[src/rtl/opnd_pkg.sv]
package opnd_pkg;

  typedef enum logic [3:0] {
    M_IMPL = 4'd0,
    M_IMM  = 4'd1,
    M_DIR  = 4'd2,
    M_IND  = 4'd3,
    M_REG  = 4'd4,
    M_RIND = 4'd5,
    M_AINC = 4'd6,
    M_ADEC = 4'd7,
    M_REL  = 4'd8,
    M_IDX  = 4'd9,
    M_BASE = 4'd10
  } mode_e;

  typedef enum logic [2:0] {
    S_IDLE,
    S_RQ1,
    S_WT1,
    S_RQ2,
    S_WT2,
    S_FIN
  } state_e;

  localparam logic [1:0] LD_GPR  = 2'd0;
  localparam logic [1:0] LD_IDX  = 2'd1;
  localparam logic [1:0] LD_BASE = 2'd2;

endpackage

[src/rtl/opnd_regbank.sv]
module opnd_regbank
  import opnd_pkg::*;
#(
  parameter int DATA_W = 16,
  parameter int RSEL_W = 2
) (
  input  logic              clk,
  input  logic              rst_n,
  input  logic              ld_en,
  input  logic [1:0]        ld_tgt,
  input  logic [RSEL_W-1:0] ld_sel,
  input  logic [DATA_W-1:0] ld_data,
  input  logic              wb_en,
  input  logic [RSEL_W-1:0] wb_sel,
  input  logic [DATA_W-1:0] wb_data,
  input  logic [RSEL_W-1:0] rd_sel,
  output logic [DATA_W-1:0] rd_data,
  output logic [DATA_W-1:0] idx_q,
  output logic [DATA_W-1:0] base_q
);
  localparam int NREG = 1 << RSEL_W;

  logic [DATA_W-1:0] gpr_q [NREG];

  // Post-modify write-back wins over a same-cycle load of the same register.
  for (genvar g = 0; g < NREG; g++) begin : g_gpr
    always_ff @(posedge clk or negedge rst_n) begin
      if (!rst_n)
        gpr_q[g] <= '0;
      else if (wb_en && wb_sel == RSEL_W'(g))
        gpr_q[g] <= wb_data;
      else if (ld_en && ld_tgt == LD_GPR && ld_sel == RSEL_W'(g))
        gpr_q[g] <= ld_data;
    end
  end

  always_ff @(posedge clk or negedge rst_n) begin
    if (!rst_n) begin
      idx_q  <= '0;
      base_q <= '0;
    end else if (ld_en) begin
      if (ld_tgt == LD_IDX)  idx_q  <= ld_data;
      if (ld_tgt == LD_BASE) base_q <= ld_data;
    end
  end

  assign rd_data = gpr_q[rd_sel];

endmodule

[src/rtl/opnd_ea_calc.sv]
module opnd_ea_calc
  import opnd_pkg::*;
#(
  parameter int DATA_W = 16,
  parameter int ADDR_W = 10
) (
  input  logic [3:0]        mode,
  input  logic [ADDR_W-1:0] addr,
  input  logic [ADDR_W-1:0] pc,
  input  logic [DATA_W-1:0] acc,
  input  logic [DATA_W-1:0] reg_val,
  input  logic [DATA_W-1:0] idx,
  input  logic [DATA_W-1:0] base,
  output logic              needs_mem,
  output logic              two_level,
  output logic              bad_mode,
  output logic              post_mod,
  output logic [DATA_W-1:0] post_val,
  output logic [ADDR_W-1:0] ea,
  output logic [DATA_W-1:0] local_val
);
  localparam int PAD_W = DATA_W - ADDR_W;

  logic [ADDR_W-1:0] reg_ea;
  assign reg_ea = reg_val[ADDR_W-1:0];

  always_comb begin
    needs_mem = 1'b1;
    two_level = 1'b0;
    bad_mode  = 1'b0;
    post_mod  = 1'b0;
    post_val  = reg_val;
    ea        = '0;
    local_val = '0;
    case (mode)
      M_IMPL: begin needs_mem = 1'b0; local_val = acc; end
      M_IMM:  begin needs_mem = 1'b0; local_val = {{PAD_W{1'b0}}, addr}; end
      M_REG:  begin needs_mem = 1'b0; local_val = reg_val; end
      M_DIR:  ea = addr;
      M_IND:  begin ea = addr; two_level = 1'b1; end
      M_RIND: ea = reg_ea;
      M_AINC: begin ea = reg_ea; post_mod = 1'b1; post_val = reg_val + 1'b1; end
      M_ADEC: begin ea = reg_ea; post_mod = 1'b1; post_val = reg_val - 1'b1; end
      M_REL:  ea = addr + pc;
      M_IDX:  ea = addr + idx[ADDR_W-1:0];
      M_BASE: ea = addr + base[ADDR_W-1:0];
      default: begin needs_mem = 1'b0; bad_mode = 1'b1; end
    endcase
  end

endmodule

[src/rtl/opnd_seq.sv]
module opnd_seq
  import opnd_pkg::*;
#(
  parameter int DATA_W = 16,
  parameter int ADDR_W = 10,
  parameter int RSEL_W = 2
) (
  input  logic              clk,
  input  logic              rst_n,
  input  logic              accept,
  input  logic              needs_mem,
  input  logic              two_level,
  input  logic              bad_mode,
  input  logic              post_mod,
  input  logic [DATA_W-1:0] post_val,
  input  logic [ADDR_W-1:0] ea,
  input  logic [DATA_W-1:0] local_val,
  input  logic [RSEL_W-1:0] rsel,
  input  logic [DATA_W-1:0] mem_rdata,
  output logic              idle,
  output logic              mem_rd_en,
  output logic [ADDR_W-1:0] mem_addr,
  output logic              wb_en,
  output logic [RSEL_W-1:0] wb_sel,
  output logic [DATA_W-1:0] wb_data,
  output logic              done,
  output logic              illegal,
  output logic [DATA_W-1:0] operand,
  output logic [ADDR_W-1:0] eff_addr
);
  state_e            state_q;
  logic [ADDR_W-1:0] addr_q;
  logic [ADDR_W-1:0] ea_q;
  logic [DATA_W-1:0] op_q;
  logic [DATA_W-1:0] post_q;
  logic [RSEL_W-1:0] rsel_q;
  logic              two_q;
  logic              pm_q;
  logic              ill_q;

  always_ff @(posedge clk or negedge rst_n) begin
    if (!rst_n) begin
      state_q <= S_IDLE;
      addr_q  <= '0;
      ea_q    <= '0;
      op_q    <= '0;
      post_q  <= '0;
      rsel_q  <= '0;
      two_q   <= 1'b0;
      pm_q    <= 1'b0;
      ill_q   <= 1'b0;
    end else begin
      case (state_q)
        S_IDLE: if (accept) begin
          rsel_q <= rsel;
          pm_q   <= post_mod;
          post_q <= post_val;
          two_q  <= two_level;
          ill_q  <= bad_mode;
          if (needs_mem) begin
            addr_q  <= ea;
            state_q <= S_RQ1;
          end else begin
            op_q    <= local_val;
            ea_q    <= '0;
            state_q <= S_FIN;
          end
        end
        S_RQ1: state_q <= S_WT1;
        S_WT1: begin
          if (two_q) begin
            addr_q  <= mem_rdata[ADDR_W-1:0];
            state_q <= S_RQ2;
          end else begin
            op_q    <= mem_rdata;
            ea_q    <= addr_q;
            state_q <= S_FIN;
          end
        end
        S_RQ2: state_q <= S_WT2;
        S_WT2: begin
          op_q    <= mem_rdata;
          ea_q    <= addr_q;
          state_q <= S_FIN;
        end
        default: state_q <= S_IDLE;
      endcase
    end
  end

  assign idle      = (state_q == S_IDLE);
  assign mem_rd_en = (state_q == S_RQ1) || (state_q == S_RQ2);
  assign mem_addr  = addr_q;
  // Write-back lands on the edge that captures the first read: after use.
  assign wb_en     = (state_q == S_WT1) && pm_q;
  assign wb_sel    = rsel_q;
  assign wb_data   = post_q;
  assign done      = (state_q == S_FIN);
  assign illegal   = done && ill_q;
  assign operand   = op_q;
  assign eff_addr  = ea_q;

endmodule

[src/rtl/opnd_resolver.sv]
module opnd_resolver
  import opnd_pkg::*;
#(
  parameter int DATA_W = 16,
  parameter int ADDR_W = 10,
  parameter int RSEL_W = 2
) (
  input  logic              clk,
  input  logic              rst_n,
  input  logic              req_valid,
  output logic              req_ready,
  input  logic [3:0]        req_mode,
  input  logic [ADDR_W-1:0] req_addr,
  input  logic [RSEL_W-1:0] req_rsel,
  input  logic [ADDR_W-1:0] pc_in,
  input  logic [DATA_W-1:0] acc_in,
  input  logic              ld_en,
  input  logic [1:0]        ld_tgt,
  input  logic [RSEL_W-1:0] ld_sel,
  input  logic [DATA_W-1:0] ld_data,
  output logic              mem_rd_en,
  output logic [ADDR_W-1:0] mem_addr,
  input  logic [DATA_W-1:0] mem_rdata,
  output logic              done,
  output logic              illegal,
  output logic [DATA_W-1:0] operand,
  output logic [ADDR_W-1:0] eff_addr
);
  logic              accept;
  logic              wb_en;
  logic [RSEL_W-1:0] wb_sel;
  logic [DATA_W-1:0] wb_data;
  logic [DATA_W-1:0] reg_val, idx_val, base_val;
  logic              needs_mem, two_level, bad_mode, post_mod;
  logic [DATA_W-1:0] post_val, local_val;
  logic [ADDR_W-1:0] ea;

  assign accept = req_valid && req_ready;

  opnd_regbank #(.DATA_W(DATA_W), .RSEL_W(RSEL_W)) u_regs (
    .clk     (clk),
    .rst_n   (rst_n),
    .ld_en   (ld_en),
    .ld_tgt  (ld_tgt),
    .ld_sel  (ld_sel),
    .ld_data (ld_data),
    .wb_en   (wb_en),
    .wb_sel  (wb_sel),
    .wb_data (wb_data),
    .rd_sel  (req_rsel),
    .rd_data (reg_val),
    .idx_q   (idx_val),
    .base_q  (base_val)
  );

  opnd_ea_calc #(.DATA_W(DATA_W), .ADDR_W(ADDR_W)) u_ea (
    .mode      (req_mode),
    .addr      (req_addr),
    .pc        (pc_in),
    .acc       (acc_in),
    .reg_val   (reg_val),
    .idx       (idx_val),
    .base      (base_val),
    .needs_mem (needs_mem),
    .two_level (two_level),
    .bad_mode  (bad_mode),
    .post_mod  (post_mod),
    .post_val  (post_val),
    .ea        (ea),
    .local_val (local_val)
  );

  opnd_seq #(.DATA_W(DATA_W), .ADDR_W(ADDR_W), .RSEL_W(RSEL_W)) u_seq (
    .clk       (clk),
    .rst_n     (rst_n),
    .accept    (accept),
    .needs_mem (needs_mem),
    .two_level (two_level),
    .bad_mode  (bad_mode),
    .post_mod  (post_mod),
    .post_val  (post_val),
    .ea        (ea),
    .local_val (local_val),
    .rsel      (req_rsel),
    .mem_rdata (mem_rdata),
    .idle      (req_ready),
    .mem_rd_en (mem_rd_en),
    .mem_addr  (mem_addr),
    .wb_en     (wb_en),
    .wb_sel    (wb_sel),
    .wb_data   (wb_data),
    .done      (done),
    .illegal   (illegal),
    .operand   (operand),
    .eff_addr  (eff_addr)
  );

endmodule

[config.mk]
export PLATFORM = sky130hd
export DESIGN_NAME = opnd_resolver
export DESIGN_NICKNAME = d
export VERILOG_FILES = /design/src/rtl/opnd_pkg.sv /design/src/rtl/opnd_regbank.sv /design/src/rtl/opnd_ea_calc.sv /design/src/rtl/opnd_seq.sv /design/src/rtl/opnd_resolver.sv
export SDC_FILE = /design/constraint.sdc
export NUM_CORES = 1
export LEC_CHECK = 0
export BUFFER_PORTS_ARGS = -buffer_cell sky130_fd_sc_hd__buf_4
export CORE_MARGIN = 2
export CORE_UTILIZATION = 35
export DETAILED_ROUTE_END_ITERATION = 6
export SETUP_SLACK_MARGIN = 0.02
export SLEW_MARGIN = 5
export SYNTH_ARGS = -nofsm -noshare
export SYNTH_HDL_FRONTEND = slang
export SYNTH_SLANG_ARGS = --single-unit
[constraint.sdc]
create_clock -name clk -period 3.5 [get_ports clk]
set_clock_uncertainty 0.1 [all_clocks]
set_input_delay 0.35 -clock clk [delete_from_list [all_inputs] [get_ports clk]]
set_output_delay 0.35 -clock clk [all_outputs]
set_load 0.01 [all_outputs]
==> summary.txt <==
Run status
  • Run status: completed

Critical path
  • Crit path kind: register to register
  • CP Data Required Time: 3.70 ns
  • Worst path slowest cell: mux4_2
  • Critical Path Sink Type: register
  • CP startpoint kind: register
  • CP peak stage delay: 0.55 ns
  • WP buf/inv: 0
  • Worst-path maximum fanout: 4
  • CP top delay family: compound AO/OA/AOI/OAI gates
  • CP cell instances: mux4_2 > ha_1 > and2_1 > a2111o_1 > nand2_1 > xor2_1 > nor2_1 > a21oi_1 > o21ai_0
  • CP arrival: 3.17 ns

Route
  • Via/cell ratio: 5.49
  • Detailed-route DRC error count: 0
  • Routed WL: roughly 27 mm
  • Detail Route Antenna Nets: 0
  • Wirelength per Cell: 19.2 um
  • Initial DRC count: approximately 740
  • Via count: 7652
  • DR pass1 iterations: 5

Die
  • Num rows: 57
  • Die area: between 20000 and 30000 um2
  • Die outline width: around 160 um
  • Initial Util: 0.356
  • Core Region: 24300 um2
  • Height of the die: 161 um
  • I/O pin count: 122

Global routing
  • Initial antenna violation count: 0
  • Gr ovfl total: 0
  • First-pass GRT wire length: ~42 mm
  • Vias in the first global route: between 7000 and 8000
  • Largest net degree at the start of global routing: ~70
  • GRT Total Usage: 0.207

Synth
  • Post-synthesis cell count: 938
  • Top_reg_cell synth: dfrtp_1
  • Synth top area share: 0.416
  • Synthesized cell area: 8670 um2
  • Mean cell area of the mapped netlist: 9.24 um2
  • Top area cells in the synthesized netlist: dfrtp_1 42%, mux2i_1 7.9%, a21oi_1 6.4%
  • Most frequent cell after synthesis: dfrtp_1
  • Post-synth EDFFs: 0
  • Syn Nets: roughly 1000
  • Post-synth top area cell: dfrtp_1
  • Yosys warns: 0
  • Synth cell count leaders: 144 x dfrtp_1, 117 x nor2_1, 111 x nand2_1
  • Async set-reset flop share out of synthesis: 1.00
  • Number of distinct library cells after synthesis: between 50 and 60
  • Sequential-to-total area share from yosys stat: 0.416
  • FF+latch count, synth: about 140

Timing
  • Post-route minimum period: about 3.0 ns
  • Achievable Freq: 336 MHz
  • Slew @ Worst Pin: ~1.1 ns
  • Slew margin rel.: 0.267
  • Fin crit share: 0.851
  • Setup violators final: 0
  • Final Slew Violations: 0
  • Setup_tns: 0 ns
  • Fin. Hold Viols: 0
  • RSZ-0062 raised after global routing: no

Clock network
  • Clock root cell: clkbuf_16
  • H-tree levels: 4
  • Post-CTS Setup Bufs: 0
  • Clock buffer count from CTS: 17
  • Later-pin clock latency in the skew report: between 0.4 and 0.5 ns
  • Num Clock Sinks: 144
  • CTS tree: built
  • Clock slew at reported path FFs: 0.07 ns
  • Max clock buf depth: 2

Final layout
  • Share of cells above drive strength 1: 0.225
  • Area Growth Syn to Fin: 23.3%
  • Ant diodes: 0
  • Nets@finish: between 1000 and 1500
  • Finished Cell Area: 10700 um2
  • Finished Core Util: 0.439
  • Fillers: ~2300

Pwr
  • Sw frac: 0.385
  • Sw power: approximately 3.0 mW
  • Part of the power in registers: 0.376
  • Combinational Power Share: 0.391
  • Int Power: around 4.8 mW
  • Pleak: 4.77 nW
  • Clock power frac: 0.233
  • PwrDens: 725 nW/um2
  • Max IR drop VDD: 390 uV

Run
  • Max_cap viols: 0

Placement
  • IO Port Bufs: 121
  • Hpwl dp: 19.4 mm
  • Placed Area: 10100 um2
  • Routability cong.: ~0.89

Worst hold path
  • Worst hold path class: primary input to register
## worst register-to-register path, cell delays in order (launching register included)
cell and delay (ns):
dfrtp_1 0.38, mux4_2 0.55, ha_1 0.36, and2_1 0.19, a2111o_1 0.48, nand2_1 0.13
xor2_1 0.18, nor2_1 0.06, a21oi_1 0.27, o21ai_0 0.15
## per-layer routing
metal  vias up  track usage  wire length, um
met4         0       0.0430              299
met2       280        0.330            12200
met3        22       0.0442             1760
met5         -            0                0
met1      3716        0.291            12400
li1       3634            -                -
## kinds of logic after synthesis
group	after synthesis	share of synthesized area
AND/OR/NAND/NOR	287	0.144
AO/OA/AOI/OAI	279	0.196
flip-flops	144	0.416
multiplexers	105	0.150
buffers and inverters	77	0.0357
adder cells (fa/ha/maj)	25	0.0378
XOR/XNOR	21	0.0212
## registers in the layout, indices dropped and copies added (netlist names)
register and flops:
u_seq.operand 16, u_seq.wb_data 16, u_seq.two_q 1, u_regs.idx_q 10, u_seq.ill_q 1, u_regs.base_q 10, u_seq.eff_addr 10, u_seq.wb_sel 2
u_seq.pm_q 1, u_seq.mem_addr 10, u_seq.state_q 3, u_regs.gpr_q 64
## power groups by stage
stage	registers (mW)	clock network [mW]	logic [mW]
after CTS	2.91	1.83	3.03
after global placement	2.92	0	2.96
after detailed placement	2.93	0	3.01
after floorplan	2.80	0	1.89
final	2.91	1.81	3.03
after global routing	3.00	1.91	3.36
## path summary, 6_finish.rpt
check | start | to | slack (ns) | depth (start not counted)
max | u_regs.gpr_q[2] | u_seq.wb_data[7] | 0.52 | 9
min in group asynchronous | rst_n | u_seq.state_q[1] | 0.38 | 2
min reg2reg | u_seq.eff_addr[8] | u_seq.eff_addr[8] | 0.38 | 2
max reg2reg | u_regs.gpr_q[2] | u_seq.wb_data[7] | 0.52 | 9
max in group asynchronous | rst_n | u_seq.wb_data[14] | 2.08 | 3
min | mem_rdata[14] | u_seq.operand[14] | 0.10 | 3
## per-stage QoR
stage	hold WS (ns)	setup WS (ns)	total power, mW	cells
finish	0.102	0.523	7.75	1393
detailed placement	0.302	0.213	5.94	1360
global placement	0.309	0.276	5.88	1360
CTS	0.101	0.549	7.76	1393
floorplan	-0.0456	0.232	4.69	938
global route	0.128	0.426	8.27	1393
## what timing repair did
item,in CTS,in global routing
hold buffers,1,0
endpoints found under the hold margin,66,0
setup endpoints to repair,0,0
resized for setup,0,0
## layout make-up
cell class / count / area [um2] / share of cell area
repair buffers: 162 / 1250 / 0.117
flip-flops and latches: 144 / 3600 / 0.337
multi-input cells: 717 / 4800 / 0.449
inverters: 14 / 52.6 / 0.00492
clock buffers: 19 / 443 / 0.0415
well taps: 324 / 405 / 0.0379
clock inverters: 13 / 133 / 0.0124
## placed cells by master, fill, tap and decap left out, types with 3 or more instances in the layout
| cell | synthesis | layout |
|---|---|---|
| o22ai_1 | 8 | 8 |
| a222oi_1 | 16 | 16 |
| mux4_2 | 11 | 11 |
| and2_1 | 6 | 6 |
| clkbuf_16 | 0 | 17 |
| a211oi_1 | 3 | 3 |
| nand2_1 | 111 | 111 |
| a31oi_1 | 4 | 4 |
| a221oi_1 | 5 | 5 |
| a21o_1 | 12 | 12 |
| clkinvlp_4 | 0 | 4 |
| mux2_2 | 21 | 21 |
| nor2_1 | 117 | 116 |
| o21bai_1 | 4 | 4 |
| nand4_1 | 4 | 4 |
| nor2b_1 | 6 | 6 |
| a22oi_1 | 9 | 9 |
| o31ai_1 | 11 | 11 |
| xor2_1 | 9 | 9 |
| inv_1 | 14 | 14 |
| o21ai_0 | 77 | 77 |
| clkinv_4 | 0 | 5 |
| mux4_1 | 5 | 5 |
| nor3_2 | 2 | 3 |
| nand2b_1 | 14 | 14 |
| ha_1 | 23 | 23 |
| nor3_1 | 7 | 5 |
| mux2i_1 | 68 | 68 |
| xnor2_1 | 12 | 12 |
| a21oi_1 | 110 | 109 |
| or3_1 | 3 | 3 |
| buf_4 | 0 | 158 |
| dfrtp_1 | 144 | 144 |
| a221o_1 | 4 | 4 |
| nand3_1 | 7 | 7 |
No activity file was read; power rests on OpenSTA's default activity.
